### config.mk
export PLATFORM = sky130hd
export DESIGN_NAME = acc3w_poller
export DESIGN_NICKNAME = d
export VERILOG_FILES = /design/src/rtl/acc3w_pkg.sv /design/src/rtl/acc3w_shifter.sv /design/src/rtl/acc3w_sequencer.sv /design/src/rtl/acc3w_unpack.sv /design/src/rtl/acc3w_poller.sv
export SDC_FILE = /design/constraint.sdc
export NUM_CORES = 1
export LEC_CHECK = 0
export BUFFER_PORTS_ARGS = -buffer_cell sky130_fd_sc_hd__buf_4
export CORE_MARGIN = 2
export CORE_UTILIZATION = 45
export DETAILED_ROUTE_END_ITERATION = 12
export PLACE_DENSITY = 0.78
export SYNTH_ARGS = -nofsm -noshare
export SYNTH_HDL_FRONTEND = slang
export SYNTH_HIERARCHICAL = 1
export SYNTH_SLANG_ARGS = --single-unit
### constraint.sdc
create_clock -name clk -period 2 [get_ports clk]
set_clock_uncertainty 0.1 [all_clocks]
set_input_delay 0.4 -clock clk [delete_from_list [all_inputs] [get_ports clk]]
set_output_delay 0.4 -clock clk [all_outputs]
set_load 0.01 [all_outputs]
### src/rtl/acc3w_pkg.sv
package acc3w_pkg;

    localparam int unsigned ADDR_W    = 6;
    localparam int unsigned BYTE_W    = 8;
    localparam int unsigned SAMPLE_W  = 16;
    localparam int unsigned NAXES     = 3;

    typedef enum logic [2:0] {
        SH_IDLE,
        SH_LEAD,
        SH_BITS,
        SH_TRAIL,
        SH_GAP
    } sh_state_e;

    typedef enum logic [3:0] {
        SQ_FMT,
        SQ_FMT_W,
        SQ_RATE,
        SQ_RATE_W,
        SQ_POLL,
        SQ_POLL_W,
        SQ_BURST,
        SQ_BURST_W
    } sq_state_e;

    typedef struct packed {
        logic              rd;
        logic              multi;
        logic [ADDR_W-1:0] addr;
        logic [BYTE_W-1:0] wdata;
        logic [2:0]        nbytes;
    } xfer_req_t;

    function automatic logic [BYTE_W-1:0] cmd_byte(xfer_req_t r);
        return {r.rd, r.multi, r.addr};
    endfunction

    function automatic logic [SAMPLE_W-1:0] sext_sample(logic [SAMPLE_W-1:0] raw,
                                                        int unsigned bits);
        logic [SAMPLE_W-1:0] t;
        t = raw << (SAMPLE_W - bits);
        return SAMPLE_W'($signed(t) >>> (SAMPLE_W - bits));
    endfunction

endpackage

### src/rtl/acc3w_shifter.sv
module acc3w_shifter
    import acc3w_pkg::*;
#(
    parameter int unsigned HALF_DIV  = 4,
    parameter int unsigned MAX_BYTES = 6,
    localparam int unsigned RX_W     = BYTE_W * MAX_BYTES
) (
    input  logic            clk,
    input  logic            rst,
    input  logic            start,
    input  xfer_req_t       req,
    output logic            done,
    output logic [RX_W-1:0] rx_data,
    output logic            sclk,
    output logic            cs_n,
    output logic            sdio_o,
    output logic            sdio_oe,
    input  logic            sdio_i
);
    localparam int unsigned CNT_W = $clog2(HALF_DIV + 1);
    localparam int unsigned BIT_W = $clog2(BYTE_W * (MAX_BYTES + 1) + 1);
    localparam int unsigned TX_W  = 2 * BYTE_W;

    sh_state_e        state;
    logic [CNT_W-1:0] hcnt;
    logic             tick;
    logic [TX_W-1:0]  tx;
    logic [BIT_W-1:0] bit_idx;
    logic [BIT_W-1:0] total;
    logic             is_rd;
    logic             gap_half;

    assign tick = (hcnt == CNT_W'(HALF_DIV - 1));

    always_ff @(posedge clk) begin
        if (rst || state == SH_IDLE || tick) hcnt <= '0;
        else                                 hcnt <= hcnt + 1'b1;
    end

    always_ff @(posedge clk) begin
        if (rst) begin
            state    <= SH_IDLE;
            sclk     <= 1'b1;
            cs_n     <= 1'b1;
            sdio_o   <= 1'b0;
            sdio_oe  <= 1'b0;
            tx       <= '0;
            rx_data  <= '0;
            bit_idx  <= '0;
            total    <= '0;
            is_rd    <= 1'b0;
            gap_half <= 1'b0;
            done     <= 1'b0;
        end else begin
            done <= 1'b0;
            case (state)
                SH_IDLE: begin
                    if (start) begin
                        cs_n    <= 1'b0;
                        sdio_oe <= 1'b1;
                        tx      <= {cmd_byte(req), req.rd ? '0 : req.wdata};
                        is_rd   <= req.rd;
                        total   <= BIT_W'({req.nbytes, 3'b000}) + BIT_W'(BYTE_W);
                        rx_data <= '0;
                        bit_idx <= '0;
                        state   <= SH_LEAD;
                    end
                end
                SH_LEAD: begin
                    if (tick) begin
                        sclk   <= 1'b0;
                        sdio_o <= tx[TX_W-1];
                        tx     <= tx << 1;
                        state  <= SH_BITS;
                    end
                end
                SH_BITS: begin
                    if (tick) begin
                        if (!sclk) begin
                            sclk <= 1'b1;
                            if (bit_idx >= BIT_W'(BYTE_W))
                                rx_data <= {rx_data[RX_W-2:0], sdio_i};
                            if (is_rd && bit_idx == BIT_W'(BYTE_W - 1))
                                sdio_oe <= 1'b0;
                            bit_idx <= bit_idx + 1'b1;
                            if (bit_idx == total - 1'b1)
                                state <= SH_TRAIL;
                        end else begin
                            sclk   <= 1'b0;
                            sdio_o <= tx[TX_W-1];
                            tx     <= tx << 1;
                        end
                    end
                end
                SH_TRAIL: begin
                    if (tick) begin
                        cs_n     <= 1'b1;
                        sdio_oe  <= 1'b0;
                        gap_half <= 1'b0;
                        state    <= SH_GAP;
                    end
                end
                SH_GAP: begin
                    if (tick) begin
                        if (gap_half) begin
                            state <= SH_IDLE;
                            done  <= 1'b1;
                        end else begin
                            gap_half <= 1'b1;
                        end
                    end
                end
                default: state <= SH_IDLE;
            endcase
        end
    end

    // clock parks high outside a frame
    p_sclk_idle_r1: assert property (@(posedge clk) disable iff (rst)
        cs_n |-> sclk);

    // master data changes only together with a falling clock
    p_drive_fall_r2: assert property (@(posedge clk) disable iff (rst)
        (!cs_n && $past(!cs_n) && !$fell(sclk)) |-> $stable(sdio_o));

    // line released for the reply phase of a read
    p_release_r5: assert property (@(posedge clk) disable iff (rst)
        (!cs_n && is_rd && bit_idx >= BIT_W'(BYTE_W)) |-> !sdio_oe);

    // deselect lasts beyond a single cycle
    p_gap_r10: assert property (@(posedge clk) disable iff (rst)
        $rose(cs_n) |=> cs_n);

endmodule

### src/rtl/acc3w_sequencer.sv
module acc3w_sequencer
    import acc3w_pkg::*;
#(
    parameter logic [ADDR_W-1:0] FMT_ADDR    = 6'h31,
    parameter logic [BYTE_W-1:0] FMT_VAL     = 8'h00,
    parameter logic [ADDR_W-1:0] RATE_ADDR   = 6'h2C,
    parameter logic [BYTE_W-1:0] RATE_VAL    = 8'h0C,
    parameter logic [ADDR_W-1:0] STATUS_ADDR = 6'h30,
    parameter int unsigned       READY_BIT   = 7,
    parameter logic [ADDR_W-1:0] DATA_ADDR   = 6'h32,
    parameter int unsigned       MAX_BYTES   = 6,
    localparam int unsigned      RX_W        = BYTE_W * MAX_BYTES
) (
    input  logic            clk,
    input  logic            rst,
    input  logic            done,
    input  logic [RX_W-1:0] rx_data,
    output logic            start,
    output xfer_req_t       req,
    output logic            burst_done
);
    localparam int unsigned BURST_BYTES = 2 * NAXES;

    sq_state_e state;

    function automatic xfer_req_t mk_req(logic rd, logic multi,
                                         logic [ADDR_W-1:0] a,
                                         logic [BYTE_W-1:0] d,
                                         int unsigned n);
        xfer_req_t r;
        r.rd     = rd;
        r.multi  = multi;
        r.addr   = a;
        r.wdata  = d;
        r.nbytes = 3'(n);
        return r;
    endfunction

    always_ff @(posedge clk) begin
        if (rst) begin
            state      <= SQ_FMT;
            start      <= 1'b0;
            req        <= '0;
            burst_done <= 1'b0;
        end else begin
            start      <= 1'b0;
            burst_done <= 1'b0;
            case (state)
                SQ_FMT: begin
                    req   <= mk_req(1'b0, 1'b0, FMT_ADDR, FMT_VAL, 1);
                    start <= 1'b1;
                    state <= SQ_FMT_W;
                end
                SQ_FMT_W:  if (done) state <= SQ_RATE;
                SQ_RATE: begin
                    req   <= mk_req(1'b0, 1'b0, RATE_ADDR, RATE_VAL, 1);
                    start <= 1'b1;
                    state <= SQ_RATE_W;
                end
                SQ_RATE_W: if (done) state <= SQ_POLL;
                SQ_POLL: begin
                    req   <= mk_req(1'b1, 1'b0, STATUS_ADDR, '0, 1);
                    start <= 1'b1;
                    state <= SQ_POLL_W;
                end
                SQ_POLL_W: begin
                    if (done) state <= rx_data[READY_BIT] ? SQ_BURST : SQ_POLL;
                end
                SQ_BURST: begin
                    req   <= mk_req(1'b1, 1'b1, DATA_ADDR, '0, BURST_BYTES);
                    start <= 1'b1;
                    state <= SQ_BURST_W;
                end
                SQ_BURST_W: begin
                    if (done) begin
                        burst_done <= 1'b1;
                        state      <= SQ_POLL;
                    end
                end
                default: state <= SQ_FMT;
            endcase
        end
    end

    // a clear ready flag leads straight back to polling
    p_repoll_r6: assert property (@(posedge clk) disable iff (rst)
        (state == SQ_POLL_W && done && !rx_data[READY_BIT]) |=> state == SQ_POLL);

    // a burst is only requested after a ready poll result
    p_burst_gate_r6: assert property (@(posedge clk) disable iff (rst)
        (state == SQ_BURST) |-> $past(state == SQ_POLL_W && done));

endmodule

### src/rtl/acc3w_unpack.sv
module acc3w_unpack
    import acc3w_pkg::*;
#(
    parameter int unsigned  SAMPLE_BITS = 10,
    parameter int unsigned  MAX_BYTES   = 6,
    localparam int unsigned RX_W        = BYTE_W * MAX_BYTES
) (
    input  logic                clk,
    input  logic                rst,
    input  logic                load,
    input  logic [RX_W-1:0]     bytes,
    output logic [SAMPLE_W-1:0] axis_out [NAXES],
    output logic                valid
);
    for (genvar a = 0; a < NAXES; a++) begin : g_axis
        localparam int unsigned LO_TOP = RX_W - 1 - 2 * BYTE_W * a;
        localparam int unsigned HI_TOP = LO_TOP - BYTE_W;
        logic [SAMPLE_W-1:0] raw;
        assign raw = {bytes[HI_TOP -: BYTE_W], bytes[LO_TOP -: BYTE_W]};

        always_ff @(posedge clk) begin
            if (rst)       axis_out[a] <= '0;
            else if (load) axis_out[a] <= sext_sample(raw, SAMPLE_BITS);
        end

        // outputs stay put between completed bursts
        p_hold_r9: assert property (@(posedge clk) disable iff (rst)
            !$past(load) |-> $stable(axis_out[a]));
    end

    always_ff @(posedge clk) begin
        if (rst) valid <= 1'b0;
        else     valid <= load;
    end

    // valid strobe is a single cycle
    p_valid_pulse_r9: assert property (@(posedge clk) disable iff (rst)
        valid |=> !valid);

endmodule

### src/rtl/acc3w_poller.sv
module acc3w_poller
    import acc3w_pkg::*;
#(
    parameter int unsigned       HALF_DIV    = 4,
    parameter int unsigned       SAMPLE_BITS = 10,
    parameter logic [ADDR_W-1:0] FMT_ADDR    = 6'h31,
    parameter logic [BYTE_W-1:0] FMT_VAL     = 8'h00,
    parameter logic [ADDR_W-1:0] RATE_ADDR   = 6'h2C,
    parameter logic [BYTE_W-1:0] RATE_VAL    = 8'h0C,
    parameter logic [ADDR_W-1:0] STATUS_ADDR = 6'h30,
    parameter int unsigned       READY_BIT   = 7,
    parameter logic [ADDR_W-1:0] DATA_ADDR   = 6'h32
) (
    input  logic        clk,
    input  logic        rst,
    output logic        sclk,
    output logic        cs_n,
    output logic        sdio_o,
    output logic        sdio_oe,
    input  logic        sdio_i,
    output logic [15:0] x_out,
    output logic [15:0] y_out,
    output logic [15:0] z_out,
    output logic        sample_valid
);
    localparam int unsigned MAX_BYTES = 2 * NAXES;
    localparam int unsigned RX_W      = BYTE_W * MAX_BYTES;

    logic            start;
    logic            done;
    logic            burst_done;
    xfer_req_t       req;
    logic [RX_W-1:0] rx_data;
    logic [SAMPLE_W-1:0] axes [NAXES];

    acc3w_shifter #(.HALF_DIV(HALF_DIV), .MAX_BYTES(MAX_BYTES)) u_shift (
        .clk(clk), .rst(rst), .start(start), .req(req), .done(done),
        .rx_data(rx_data), .sclk(sclk), .cs_n(cs_n), .sdio_o(sdio_o),
        .sdio_oe(sdio_oe), .sdio_i(sdio_i)
    );

    acc3w_sequencer #(
        .FMT_ADDR(FMT_ADDR), .FMT_VAL(FMT_VAL), .RATE_ADDR(RATE_ADDR),
        .RATE_VAL(RATE_VAL), .STATUS_ADDR(STATUS_ADDR), .READY_BIT(READY_BIT),
        .DATA_ADDR(DATA_ADDR), .MAX_BYTES(MAX_BYTES)
    ) u_seq (
        .clk(clk), .rst(rst), .done(done), .rx_data(rx_data),
        .start(start), .req(req), .burst_done(burst_done)
    );

    acc3w_unpack #(.SAMPLE_BITS(SAMPLE_BITS), .MAX_BYTES(MAX_BYTES)) u_unpack (
        .clk(clk), .rst(rst), .load(burst_done), .bytes(rx_data),
        .axis_out(axes), .valid(sample_valid)
    );

    assign x_out = axes[0];
    assign y_out = axes[1];
    assign z_out = axes[2];

endmodule

Word-level counts from Yosys, hierarchy flattened
Index checks and enable logic that the tools add are counted.
- output and inout port bits: 53
- flip-flop bits (word level): 145
- input bits: 3
- logic and storage cells: 138
- bitwise operators: 3
- eq/ne operators: 28
- multiplexer cells: 50
- $add $sub $neg: 4
- order comparisons: 1
- reductions and logical operators: 27
- operator list (cell ; count):
    48-bit 2-to-1 mux ; 4
    48-bit case mux with 2 select lines ; 1
    19-bit case mux with 4 select lines ; 1
    16-bit 2-to-1 mux ; 4
    16-bit case mux with 3 select lines ; 1
    4-bit case mux with 7 select lines ; 1
    3-bit 2-to-1 mux ; 8
    2-bit by 1-bit inequality test with 1-bit output (second input constant) ; 11
    6-bit 2-to-1 mux ; 3
    4-bit by 3-bit equality test with 1-bit output (second input constant) ; 4
    1-bit 2-to-1 mux ; 15
    3-bit case mux with 5 select lines ; 1
    4-bit 2-to-1 mux ; 3
    6-bit case mux with 2 select lines ; 1
    3-bit AND reduction ; 4
    5-bit AND reduction ; 2
    3-bit by 2-bit equality test with 1-bit output (second input constant) ; 3
    4-bit by 2-bit equality test with 1-bit output (second input constant) ; 2
    8-bit 2-to-1 mux ; 1
    1-bit case mux with 2 select lines ; 4
    4-bit AND reduction ; 2
    8-bit AND reduction ; 1
    2-bit nonzero test ; 4
    6-bit by 1-bit adder with 6-bit output (second input constant) ; 1
    24 further kinds ; 31

Logic depth before layout (Yosys ltp)
Gate-level depths: netlist of run 1.
- depth after elaboration: 6
- mapped depth: 9
- gate-level depth less buffers: 7

Cells and area by module
Netlist of run 1, hierarchy kept.
- modules (own cells, without submodules) (module ; sequential area each (µm²) ; instances ; area each (µm²) ; cells each):
    acc3w_shifter ; 1721.7 ; 1 ; 3947.5 ; 429
    acc3w_unpack ; 620.6 ; 1 ; 1258.7 ; 117
    acc3w_sequencer ; 240.2 ; 1 ; 496.7 ; 56

Least setup slack after synthesis of run 1
No wires, ideal clock.
- path type: register to register
- start: register u_shift.hcnt[0]
- end: register u_shift.state[1]
- library setup time: 130 ps
- buffers on the path: 1
- data arrival time: 1682 ps
- period minus slack after synthesis: 1912 ps
- slack: 88 ps
- data required time: 1770 ps
- stages on the path, launching flop included: 9
- cell sequence: dfxtp_1 -> ha_1 -> ha_1 -> buf_2 -> o21a_1 -> a2111oi_0 -> a211o_2 -> mux2i_1 -> nor2_1
- longest elaborated chain between the ends: 3
- elaborated cells between the ends (all ways): 6
- those cells by class: 5 x eq/ne; 1 x reduce/logical
- RTL lines (element ; RTL line ; source):
    from (decl) ; acc3w_shifter.sv:25 ; logic [CNT_W-1:0] hcnt;
    from (signal assigned) ; acc3w_shifter.sv:37 ; else hcnt <= hcnt + 1'b1;
    3-bit by 2-bit equality test with 1-bit output * ; acc3w_shifter.sv:33 ; assign tick = (hcnt == CNT_W'(HALF_DIV - 1));
    2-bit by 1-bit inequality test with 1-bit output (no line) ; - ;
    8-bit AND reduction (no line) * ; - ;
    to (signal assigned) ; acc3w_shifter.sv:42 ; state <= SH_IDLE;
    to (signal assigned) ; acc3w_shifter.sv:66 ; state <= SH_LEAD;
    to (signal assigned) ; acc3w_shifter.sv:74 ; state <= SH_BITS;
    to (decl) ; acc3w_shifter.sv:24 ; sh_state_e state;
Mark *: on every way between the ends. The rest lies on a longest branch, timed or not.
A chain may end at the register's enable or synchronous reset.

Worst setup path in the final report of run 1
Same ends and word-level chain as after synthesis.

==> out/summary.md, run 1 <==
The flow ran to the end, and the final reports show no timing, DRC or antenna violations. The tools report the number of global-route vias before repair as 3921. For the final routed database, the setup TNS stands at 0 ps.

For the final core utilization, the log shows 53.5%. The number of nets in the layout was 643; the routed wire length was 11100 um. The number of core rows was 41; the yosys synthesis warning count was 6. STA classifies the critical path endpoint as a flop. Worst min-delay path class: input pin to flop.

The largest net degree at the start of global routing was 50. The TritonCTS sink count is 129, and the sequential cell area is 2580 sq um. Share of the clock period used by the worst path: 93.7%. sky130_fd_sc_hd__dfxtp_1 takes more of the synthesized area than any other cell. In this run, distinct cell masters in the synthesized netlist total 55. At the pin with the least slew margin, the transition time is 604 ps. Across the VDD grid, the largest voltage drop is 0.471 mV. Summing all non-filler instances in the final layout gives an area of 6690 sq um. The relative area change from synthesis to final layout came out at 17.4%.

After floorplanning, the core was sized to cover 12500 sq um. Summing all multi-input logic gate instances after layout gives 2580 sq um. STA classifies the critical path startpoint as a flop. Derived from the worst setup path, the maximum achievable clock frequency is 534 MHz. The kind of critical path is flop to flop. The count of final max-slew check failures was 0; the post-synthesis sequential area ratio was 45.3%. After the first detailed-routing iteration, the DRC count stood at 299. Port buffering added 55 buffers. Clock tree synthesis selected as its root buffer the cell sky130_fd_sc_hd__clkbuf_16. In this run, synthesis produced a sequential element count of 129.

Final weighted congestion in routability-driven placement: 0.812. The per-instance average area after synthesis is 9.47 sq um, and the die boundary height is 117 um. The die extent in x was 117 um; the antenna diode count was 0. After detailed routing, the average wire length per cell comes to 13.6 um.

After synthesis, the cell types taking the most area are sky130_fd_sc_hd__dfxtp_1, sky130_fd_sc_hd__mux2i_1, sky130_fd_sc_hd__buf_4. Number of ports placed on the die boundary: 56. The clock passes through at most 2 buffers. The tools report the DRC violation count after routing as 0. Hold timing on the final database bottoms out at a slack of 186 ps.

Clock-pin slew was measured on the worst setup and hold paths at 60 ps. For the number of buffers inserted during clock tree synthesis, the log shows 17. The count of max-cap constraint violations was 0. The starting density of the core is 45.6%, and the post-detailed-placement half-perimeter wirelength is 6970 um. The global-route total usage across every layer is 16.6%. The run gives 0 as the final count of hold timing violations. The later pin in the worst-skew pair is clocked with a latency of 410 ps. In this run the power density over the cells is 914 nW/um^2.

In the post-synthesis netlist, the cell with the most instances is sky130_fd_sc_hd__dfxtp_1. The post-route minimum period is 1870 ps. The final antenna-violating net count is 0, and the first-pass GRT wire length is 17900 um. The run gives 5700 sq um as the post-synthesis instance area. The area share of the largest cell type after synthesis came out at 45.3%. STA puts the critical path data required time at 2200 ps.

Hold repair after CTS inserted 0 buffers. Summed over all cells, the static leakage comes to 2.40 nW. The clock tree synthesis step divided the H-tree into 4 levels. For the setup slack of the worst register-to-register path, the log shows 130 ps. The number of placed instances with taps included is 780, and the final global-route overflow total is 0. The synthesized design contains 0 enable-type register cells.

Setup violations remaining at the end of the flow were counted as 0. TritonCTS built the clock tree. The routed via count divided by cell count works out to 5.10. Total via count after detailed routing: 4168.

The leading register cell type out of synthesis is sky130_fd_sc_hd__dfxtp_1. The layout has 1107 filler cells. In the final layout, the share of cells above drive strength 1 is 27.8%. The run gives 2070 ps as the critical path data arrival time. The share of async-settable or async-resettable flops after synthesis was 0%.

After the flow finishes, the layout carries non-filler instances totaling 817. The first-pass iteration count of the detailed router is 4, and the biggest fanout along the worst timing path is 9. Summing all placed instances gives a cell area of 6020 sq um. The number of instances in the synthesized netlist is 602. The die covers 13600 sq um.

The tools report the headroom to the max-slew limit as 59.8%. The number of antenna violations at the first check in global routing came out at 0. After synthesis, the most frequently instantiated cells are sky130_fd_sc_hd__dfxtp_1, sky130_fd_sc_hd__nor2_1, sky130_fd_sc_hd__nand2_1, sky130_fd_sc_hd__a21oi_1, sky130_fd_sc_hd__mux2i_1. Setup repair after global routing left no endpoint under its margin.
metal layers:
layer  GRT usage [%]  vias up  share of wire, %
met1            19.9     1988                45
met2            28.2       92                50
met5               0        -                 0
met3            5.45        9               4.5
li1                -     2079                 -
met4            5.57        0              0.82
state kept, by name, indices dropped and copies added, names as in the netlist, 3 cells and up:
| register | flops |
|---|---|
| u_shift/rx_data | 48 |
| u_shift/bit_idx | 6 |
| u_shift/total | 3 |
| u_unpack/axis_out | 30 |
| u_shift/state | 3 |
| u_seq/state | 3 |
| u_shift/hcnt | 3 |
| u_shift/tx | 16 |
| u_seq/req | 7 |
layout make-up:
class                   instances  share of cell area (%)
clock buffers                  22                    7.23
clock inverters                 8                    1.57
inverters                       9                   0.505
multi-input cells             394                    38.5
flip-flops and latches        129                    38.6
well taps                     172                    3.22
repair buffers                 83                    10.3
worst paths after layout:
kind	start	to	cells after the start
worst max-delay path	u_shift/hcnt[0]	u_shift/state[1]	7
worst min-delay path	sdio_i	u_shift/rx_data[0]	3
worst max register to register	u_shift/hcnt[0]	u_shift/state[1]	7
worst min register to register	u_shift/hcnt[0]	u_shift/hcnt[0]	1
placed cells by master (no fill, tap or decap), drive strengths merged, types with 3 or more instances in the layout:
master / netlist / routed
ha: 6 / 6
xor2: 6 / 6
clkbuf: 13 / 22
a31o: 2 / 3
nand2: 62 / 62
a31oi: 3 / 3
clkinv: 0 / 3
and2: 3 / 3
a211o: 3 / 3
mux2i: 46 / 46
conb: 1 / 6
nor3: 5 / 5
nand3b: 4 / 4
a21oi: 69 / 69
a211oi: 17 / 17
clkinvlp: 0 / 3
dfxtp: 129 / 129
or2: 3 / 3
buf: 63 / 83
inv: 9 / 9
nor2: 73 / 73
nand3: 54 / 54
nor3b: 9 / 9
logic make-up after synthesis:
logic type,count (synthesis),share of synthesized area [%]
other cells,1,0.0658
buf+inv,85,10.4
simple gates,225,20.4
mux,46,8.07
fa+ha+maj,6,1.32
flops,129,45.3
compound gates,101,12.7
xor+xnor,9,1.76
critical path, stage by stage (launching register included):
cell and delay, ps:
sky130_fd_sc_hd__dfxtp_1 310, sky130_fd_sc_hd__ha_1 220, sky130_fd_sc_hd__ha_4 200, sky130_fd_sc_hd__o21a_1 180
sky130_fd_sc_hd__a2111oi_2 320, sky130_fd_sc_hd__a211o_2 180, sky130_fd_sc_hd__mux2i_1 210, sky130_fd_sc_hd__nor2_1 50
power by group:
group	internal, W	switching, W
Combinational	0.000174	0.000267
Clock	0.00195	0.00107
Sequential	0.00262	0.0000348
timing repair:
action / 4_1_cts / 5_1_grt
pin swaps: 0 / 1
gates resized for setup: 1 / 5
cloned: 0 / 1
buffers inserted: 0 / 6
setup endpoints to repair: 2 / 11
through the flow:
| stage | total power [W] | setup slack (ps) |
|---|---|---|
| 2_1_floorplan | 0.00305 | 88.0 |
| 3_3_place_gp | 0.00311 | 62.4 |
| 3_5_place_dp | 0.00313 | -29.9 |
| 4_1_cts | 0.00616 | 45.7 |
| 5_1_grt | 0.00635 | 5.82 |
| 6_report | 0.00612 | 127 |
(Power assumes the default switching activity.)
==> run 2: changes to the inputs <==
--- a/config.mk
+++ b/config.mk
@@ -6,11 +6,11 @@
 export NUM_CORES = 1
 export LEC_CHECK = 0
 export BUFFER_PORTS_ARGS = -buffer_cell sky130_fd_sc_hd__buf_4
-export CORE_MARGIN = 2
+export CORE_MARGIN = 8
 export CORE_UTILIZATION = 45
 export DETAILED_ROUTE_END_ITERATION = 12
+export HOLD_SLACK_MARGIN = 0.05
 export PLACE_DENSITY = 0.78
 export SYNTH_ARGS = -nofsm -noshare
 export SYNTH_HDL_FRONTEND = slang
-export SYNTH_HIERARCHICAL = 1
 export SYNTH_SLANG_ARGS = --single-unit
==> out/summary.md, run 2 <==
Timing analysis after detailed placement gives a worst setup slack of 7.14 ps. The maximum clock frequency was 515 MHz. The routed length per placed instance is 14.2 um, and the share of the clock period used by the worst path is 97.2%.

The number of fillers in the final layout was 910. The register containing the most flip-flops in the final layout was u_shift.rx_data. Compared with the post-synthesis result, the final layout area differs by 24.8%. At the worst endpoint, the arrival time is 2140 ps. The combinational family with the most area after synthesis is simple AND/OR/NAND/NOR gates. Synthesis handed over a netlist of 564 instances. The tools report the cell at the root of the clock tree as sky130_fd_sc_hd__clkbuf_16. The tools report the area enclosed by the die boundary as 15600 sq um.

The run gives 0 as the final count of hold timing violations. In the final layout, the registers with the most flip-flops are u_shift.rx_data (48), u_unpack.axis_out (30), u_shift.tx (14). The library cell used most frequently in the layout, excluding fill and tap cells, is sky130_fd_sc_hd__dfxtp_1. For the routed wire length, the log shows 10900 um.

The post-synthesis cell type with the largest combined area is sky130_fd_sc_hd__dfxtp_1. The critical path goes through ha_1 > ha_2 > buf_4 > nand3b_1 > a211oi_1 > xnor2_1 > nor2_1. Setup violations remaining at the end of the flow were counted as 0. The path class of the tightest hold or removal check is input pin to flop.

The synthesized netlist devotes 6.45% of its cell area to compound gates. Of the total synthesized cell area, the portion taken by AND, OR, NAND and NOR gates is 19.8%. For the post-route worst hold slack, the log shows 148 ps. 0 antenna diodes ended up in the layout. Setup slack on the critical path of the routed design comes to 56.8 ps. Global routing used 13.6% of the available tracks. The flip-flop and latch count after synthesis works out to 127. The kind of critical path is flop to flop. The die is 125 um wide.

Counting flops with a built-in enable in the synthesized netlist gives 0. In this design, the stage delay of the slowest critical-path cell is 430 ps. The biggest fanout along the worst timing path is 9.

The run finished with clean final reports. For this run, the leading register cell type out of synthesis is sky130_fd_sc_hd__dfxtp_1. The worst path in the final design needs a cycle of 1940 ps, including I/O delays and setup. The tools report the maximum buffer depth of the clock tree as 2. Among cell families on the critical path, the largest total delay comes from compound AO/OA/AOI/OAI gates. The largest net degree at the start of global routing was 47; the worst-case vdd ir drop was 0.600 mV.

Dividing the detail-routed via count by the number of cells gives 5.13. Buffers inserted during clock tree synthesis total 17. The run gives 0 as the count of max-cap constraint violations. In this run the mean area of a mapped cell was 9.43 sq um. The first global-routing pass estimated 18200 um of wire. For this run, design rule violations remaining after detail routing come to 0. The logs give 0 for the number of antenna violations at the first check in global routing and 47.8% for the post-synthesis sequential area ratio.

The first TritonRoute pass finished after 4 iterations. Number of ports placed on the die boundary: 56. The adder-cell share of the synthesized area was 1.41%. For the pin with the worst max-slew slack, the measured transition is 434 ps. The synthesized design devotes to its leading area cell type 47.8% of total area.

By area the synthesized netlist is led by sky130_fd_sc_hd__dfxtp_1, sky130_fd_sc_hd__mux2i_1, sky130_fd_sc_hd__nand2b_1. The H-tree was split into 4 levels. In the synthesized netlist, mux cells make up 16.2% of the area.

Summed over all failing endpoints, the final setup total negative slack is 0 ps. The post-CTS clock slew at the launch and capture registers of the worst setup and hold paths came out at 60 ps. The number of global-route vias before repair was 3956; the areal power density over the cells was 959 nW/um^2. The net count of the finished layout is 616. The number of flip-flops under the largest register name was 48; the first-iteration detailed-routing DRC count was 236. The XOR/XNOR share of the synthesized area works out to 1.81%. The count of port buffers added during placement is 55.

The tools report the critical path endpoint category as a flop. STA classifies the critical path startpoint as a flop. The most numerous cell in the Yosys netlist was sky130_fd_sc_hd__dfxtp_1. The number of core rows is 39, and the final global-route overflow total is 0.

The floorplan step defined a core boundary enclosing 11500 sq um. The buffering stage count on the worst path with inverters included was 1; the starting density of the core was 46.4%. The TritonCTS sink count came out at 127. The tools report the yosys synthesis warning count as 0.

For the final weighted congestion in routability-driven placement, the log shows 0.791. The post-route netlist has 19.8% of its cells at a drive strength greater than 1. The run gives 0 as the final antenna-violating net count. Counting distinct cell types in the post-synthesis netlist gives 39. By count the netlist is led by sky130_fd_sc_hd__dfxtp_1, sky130_fd_sc_hd__mux2i_1, sky130_fd_sc_hd__nor2_1, sky130_fd_sc_hd__nand2_1, sky130_fd_sc_hd__nand2b_1. TritonCTS built the clock tree. Once detailed placement completed, the half-perimeter wirelength came to 6700 um.

The detailed router placed 3912 vias in this run. Power consumption: 0.00636 W. Count of final max-slew check failures: 0.

The number of buffers inserted by hold repair at cts came out at 0. Setup repair after global routing could not meet its margin everywhere. Clock latency on the worst-skew pair, taken at its later pin, is 410 ps.

The largest individual stage delay along the critical path comes from the cell sky130_fd_sc_hd__a211oi_1. After synthesis, the share of flip-flops with an asynchronous set or reset is 0%. In the layout the commonest cells are sky130_fd_sc_hd__dfxtp_1, sky130_fd_sc_hd__mux2i_1, sky130_fd_sc_hd__nor2_1, sky130_fd_sc_hd__buf_4, sky130_fd_sc_hd__nand2_1. The data required time of the worst path came out at 2200 ps. The post-synthesis instance area was 5320 sq um; the synthesized netlist net count was 573. The worst pin sits at a relative slew slack of 71.0%. The die boundary height was 125 um. The standby leakage power was 2.66 nW.
## run 2: cell type report
class                           instances  area, sq um  share of cell area (%)
Clock inverter                         13          233                    3.51
Sequential cell                       127         2540                    38.3
Multi-Input combinational cell        372         2480                    37.4
Inverter                               10         37.5                   0.566
Tap cell                              143          179                    2.70
Clock buffer                           19          443                    6.67
Timing Repair Buffer                   79          719                    10.8
## run 2: logic make-up (layout without fill, tap and decap cells)
| group | after synthesis | after routing |
|---|---|---|
| AOI/OAI and AO/OA | 50 | 50 |
| xor gates and xnor gates | 11 | 11 |
| adders and majority gates | 6 | 6 |
| buffers and inverters | 65 | 121 |
| DFF | 127 | 127 |
| muxes | 86 | 86 |
| and+or+nand+nor | 219 | 219 |
## run 2: where the power goes
| part | internal (W) | leakage, nW | total [W] | switching (W) |
|---|---|---|---|---|
| Sequential | 0.00256 | 1.03 | 0.00258 | 0.0000218 |
| Combinational | 0.000141 | 1.31 | 0.000286 | 0.000146 |
| Clock | 0.00238 | 0.328 | 0.00349 | 0.00112 |
| Total | 0.00508 | 2.66 | 0.00636 | 0.00128 |
## run 2: worst register-to-register path: stages, from the launching register on
cell and delay, ps:
sky130_fd_sc_hd__dfxtp_1 340, sky130_fd_sc_hd__ha_1 160, sky130_fd_sc_hd__ha_2 190, sky130_fd_sc_hd__buf_4 170
sky130_fd_sc_hd__nand3b_1 240, sky130_fd_sc_hd__a211oi_1 430, sky130_fd_sc_hd__xnor2_1 170, sky130_fd_sc_hd__nor2_1 50
## run 2: through the flow
step	instance area, sq um	instances	util (%)
6_report	6640	763	57.9
5_1_grt	6640	763	57.9
4_1_cts	6520	760	56.9
3_5_place_dp	5840	728	50.9
3_3_place_gp	5840	728	50.9
2_1_floorplan	5320	564	-
## run 2: path summary, 6_finish.rpt
| kind | depth (start not counted) | to | from | slack (ps) |
|---|---|---|---|---|
| min reg2reg | 1 | u_shift.hcnt[0] | u_shift.hcnt[0] | 330 |
| max | 7 | u_shift.bit_idx[5] | u_shift.hcnt[0] | 60 |
| min | 3 | u_shift.rx_data[0] | sdio_i | 150 |
| max reg2reg | 7 | u_shift.bit_idx[5] | u_shift.hcnt[0] | 60 |
## run 2: repair_timing
action,4_1_cts,5_1_grt
setup buffers,0,1
gates cloned,0,2
hold endpoints to repair,0,0
setup endpoints to repair,2,31
pin swaps,0,3
resized for setup,2,11
## run 2: layer usage
| layer | vias up | global-route usage, % | part of all wire (%) |
|---|---|---|---|
| met4 | 0 | 7.37 | 2.1 |
| met2 | 85 | 22.3 | 49 |
| li1 | 1962 | - | - |
| met3 | 20 | 3.32 | 4.0 |
| met1 | 1845 | 16.1 | 45 |
| met5 | - | 0 | 0 |
==> run 3: changes to the inputs <==
--- a/config.mk
+++ b/config.mk
@@ -7,10 +7,10 @@
 export LEC_CHECK = 0
 export BUFFER_PORTS_ARGS = -buffer_cell sky130_fd_sc_hd__buf_4
 export CORE_MARGIN = 8
-export CORE_UTILIZATION = 45
+export CORE_UTILIZATION = 30
 export DETAILED_ROUTE_END_ITERATION = 12
 export HOLD_SLACK_MARGIN = 0.05
-export PLACE_DENSITY = 0.78
+export PLACE_DENSITY = 0.6
 export SYNTH_ARGS = -nofsm -noshare
 export SYNTH_HDL_FRONTEND = slang
 export SYNTH_SLANG_ARGS = --single-unit
==> out/summary.md, run 3 (synthesis gave the netlist of run 2 again) <==
The flow ran to the end, and the final reports show no timing, DRC or antenna violations. Based on the critical path, the design can be clocked at up to 525 MHz. Relative to the synthesized area, the layout overhead comes to 25.5%.

The filler cells instantiated in the layout total 1747. The standby leakage power is 2.63 nW. For this design the ratio of total power to cell area is 943 nW/um^2. The die boundary height was 149 um.

In this run the count of I/O pins placed on the die edge is 56. At the placement stage, the worst setup path has a slack of -97.6 ps. Summing all multi-input logic gate instances after layout gives 2490 sq um.

CTS placed an instance of sky130_fd_sc_hd__clkbuf_16 at the clock tree root. In this run the worst hold path is classified as input pin to flop. The first global-routing pass estimated 18500 um of wire. TritonCTS built the clock tree.

The clock latency on the worst-skew pair was 410 ps. The run gives 2 as the maximum buffer depth of the clock tree. For the total via count after detailed routing, the log shows 3877. Type of element launching the critical path: a flop. The critical path goes through ha_1 > ha_2 > buf_4 > nand3b_1 > buf_4 > a211oi_2 > xnor2_1 > nor2_1. The worst-case vdd ir drop came out at 0.615 mV. The logs give 0 for the final antenna-violating net count and 0 for the final global-route overflow total. The tools report the number of levels in the clock H-tree as 4.

The run gives 30.7% as the starting density of the core. For the final number of setup-violating endpoints, the log shows 0. The floorplan step defined a core boundary enclosing 17300 sq um.

The kind of cell with the highest combined delay on the critical path is adder cells. In this run the tool buffered the top-level ports with 55 buffer cells. In this design, the stage delay of the slowest critical-path cell is 330 ps. The fraction of layout instances using a drive strength above 1 was 20.2%.

The routed via count divided by cell count was 4.59; the number of antenna violations at the first check in global routing was 0. Global routing consumed, over all layers together, 10.1% of the routing resources. Excluding fillers, the count of instances in the completed layout stands at 844. Along the worst path, the maximum fanout reaches 5.

After clock tree synthesis, the clock-pin slew on the worst setup and hold paths is 60 ps. The library cell used most frequently in the layout, excluding fill and tap cells, is sky130_fd_sc_hd__dfxtp_1. The wire-length estimate of the detail-placed layout is 7290 um.

The first detailed-routing pass ran for 5 iterations. The final weighted congestion in routability-driven placement is 0.758, and the buffering stage count on the worst path with inverters included is 2. The tool flagged a number of max-cap violations equal to 0.

The setup check on the worst reg-to-reg path leaves a slack of 90 ps. In the final design database the tool counted 615 nets. The critical path data arrival time was 2110 ps. The pin slew with the least headroom to its limit came out at 509 ps. For this run, design rule violations remaining after detail routing come to 0.

The largest registers in the layout are u_shift.rx_data (48), u_unpack.axis_out (30), u_shift.tx (14). Adding up every negative setup slack in the final design gives 0 ps. The worst path needs 1910 ps of the cycle, external delays included. In this design, the critical path's most frequently occurring cell is sky130_fd_sc_hd__buf_4.

The critical path in this run is classified as flop to flop. In the finished design, the share of the clock period the worst path needs comes to 95.3%. The worst setup path is captured at a flop.

Counting the buffers created by CTS gives 17. The run gives 11200 um as the routed wire length. Entering global routing, the biggest net connects 49 pins. Leaving out fill and tap cells, the most frequent cells in the layout are sky130_fd_sc_hd__dfxtp_1, sky130_fd_sc_hd__mux2i_1, sky130_fd_sc_hd__buf_4, sky130_fd_sc_hd__nor2_1, sky130_fd_sc_hd__nand2_1.

The logs give 811 for the number of placed instances with taps included and 3882 for the number of global-route vias before repair. For the worst setup path, the data required time is 2200 ps. CTS saw 127 sinks.

Number of core rows: 48. In the final routed layout, each cell accounts on average for 13.3 um. u_shift.rx_data holds more flip-flops than any other register.

The antenna diode count is 0. Setup repair after global routing could not meet its margin everywhere. The count of final max-slew check failures is 0, and the die extent in x is 149 um. The area enclosed by the die boundary is 22200 sq um.

The cell with the biggest individual delay on the critical path was sky130_fd_sc_hd__dfxtp_1. The register with the most flip-flops in the layout has 48 of them. The tools report the final count of hold timing violations as 0.

After layout, the worst setup slack is 93.5 ps. The first routing iteration left 146 violations. Headroom to the max-slew limit: 66.0%. In the final layout, flip-flops and latches occupy 2540 sq um.
==> run 3: what timing repair did <==
item	4_1_cts	5_1_grt
setup buffers	0	0
cloned	0	1
setup endpoints to repair	11	68
pin swaps	2	0
hold endpoints to repair	0	0
hold buffers	0	0
resized for setup	3	8
==> run 3: worst paths after layout <==
| check | startpoint | endpoint | cells after the start |
|---|---|---|---|
| setup / recovery | u_shift.hcnt[0] | u_shift.bit_idx[4] | 8 |
| hold reg to reg | u_shift.hcnt[0] | u_shift.hcnt[0] | 1 |
| setup reg to reg | u_shift.hcnt[0] | u_shift.bit_idx[4] | 8 |
| hold / removal | sdio_i | u_shift.rx_data[0] | 3 |
==> run 3: power breakdown <==
part           switching [W]  internal, W
Combinational       0.000142     0.000122
Clock                0.00111      0.00234
Sequential         0.0000240      0.00256
Total                0.00127      0.00502
==> run 3: per-stage QoR <==
step / power [W] / utilization (%) / instance area [sq um] / hold slack [ps]
floorplan: 0.00283 / - / 5320 / 299
global placement: 0.00288 / 34.3 / 5930 / 311
detailed placement: 0.00289 / 34.3 / 5930 / 325
CTS: 0.00635 / 38.3 / 6620 / 127
global route: 0.00651 / 38.6 / 6680 / 142
finish: 0.00630 / 38.6 / 6680 / 143
==> run 3: cell type report <==
cell class              count  share of cell area (%)
clock buffers              22                    7.25
clock inverters            10                    2.72
inverters                  10                   0.562
multi-input cells         372                    37.4
flip-flops and latches    127                    38.1
well taps                 225                    4.22
repair buffers             78                    9.78
==> run 3: routing by layer <==
| metal | vias up | track usage (%) | wire [um] |
|---|---|---|---|
| li1 | 1951 | - | - |
| met1 | 1853 | 12.5 | 5420 |
| met2 | 67 | 15.9 | 5280 |
| met3 | 6 | 3.58 | 444 |
| met4 | 0 | 4.09 | 81 |
| met5 | - | 0 | 0 |
==> run 3: worst min-delay path, stage by stage <==
cell	delay, ps
sky130_fd_sc_hd__buf_4	110
sky130_fd_sc_hd__nand2_1	50
sky130_fd_sc_hd__mux2i_1	50
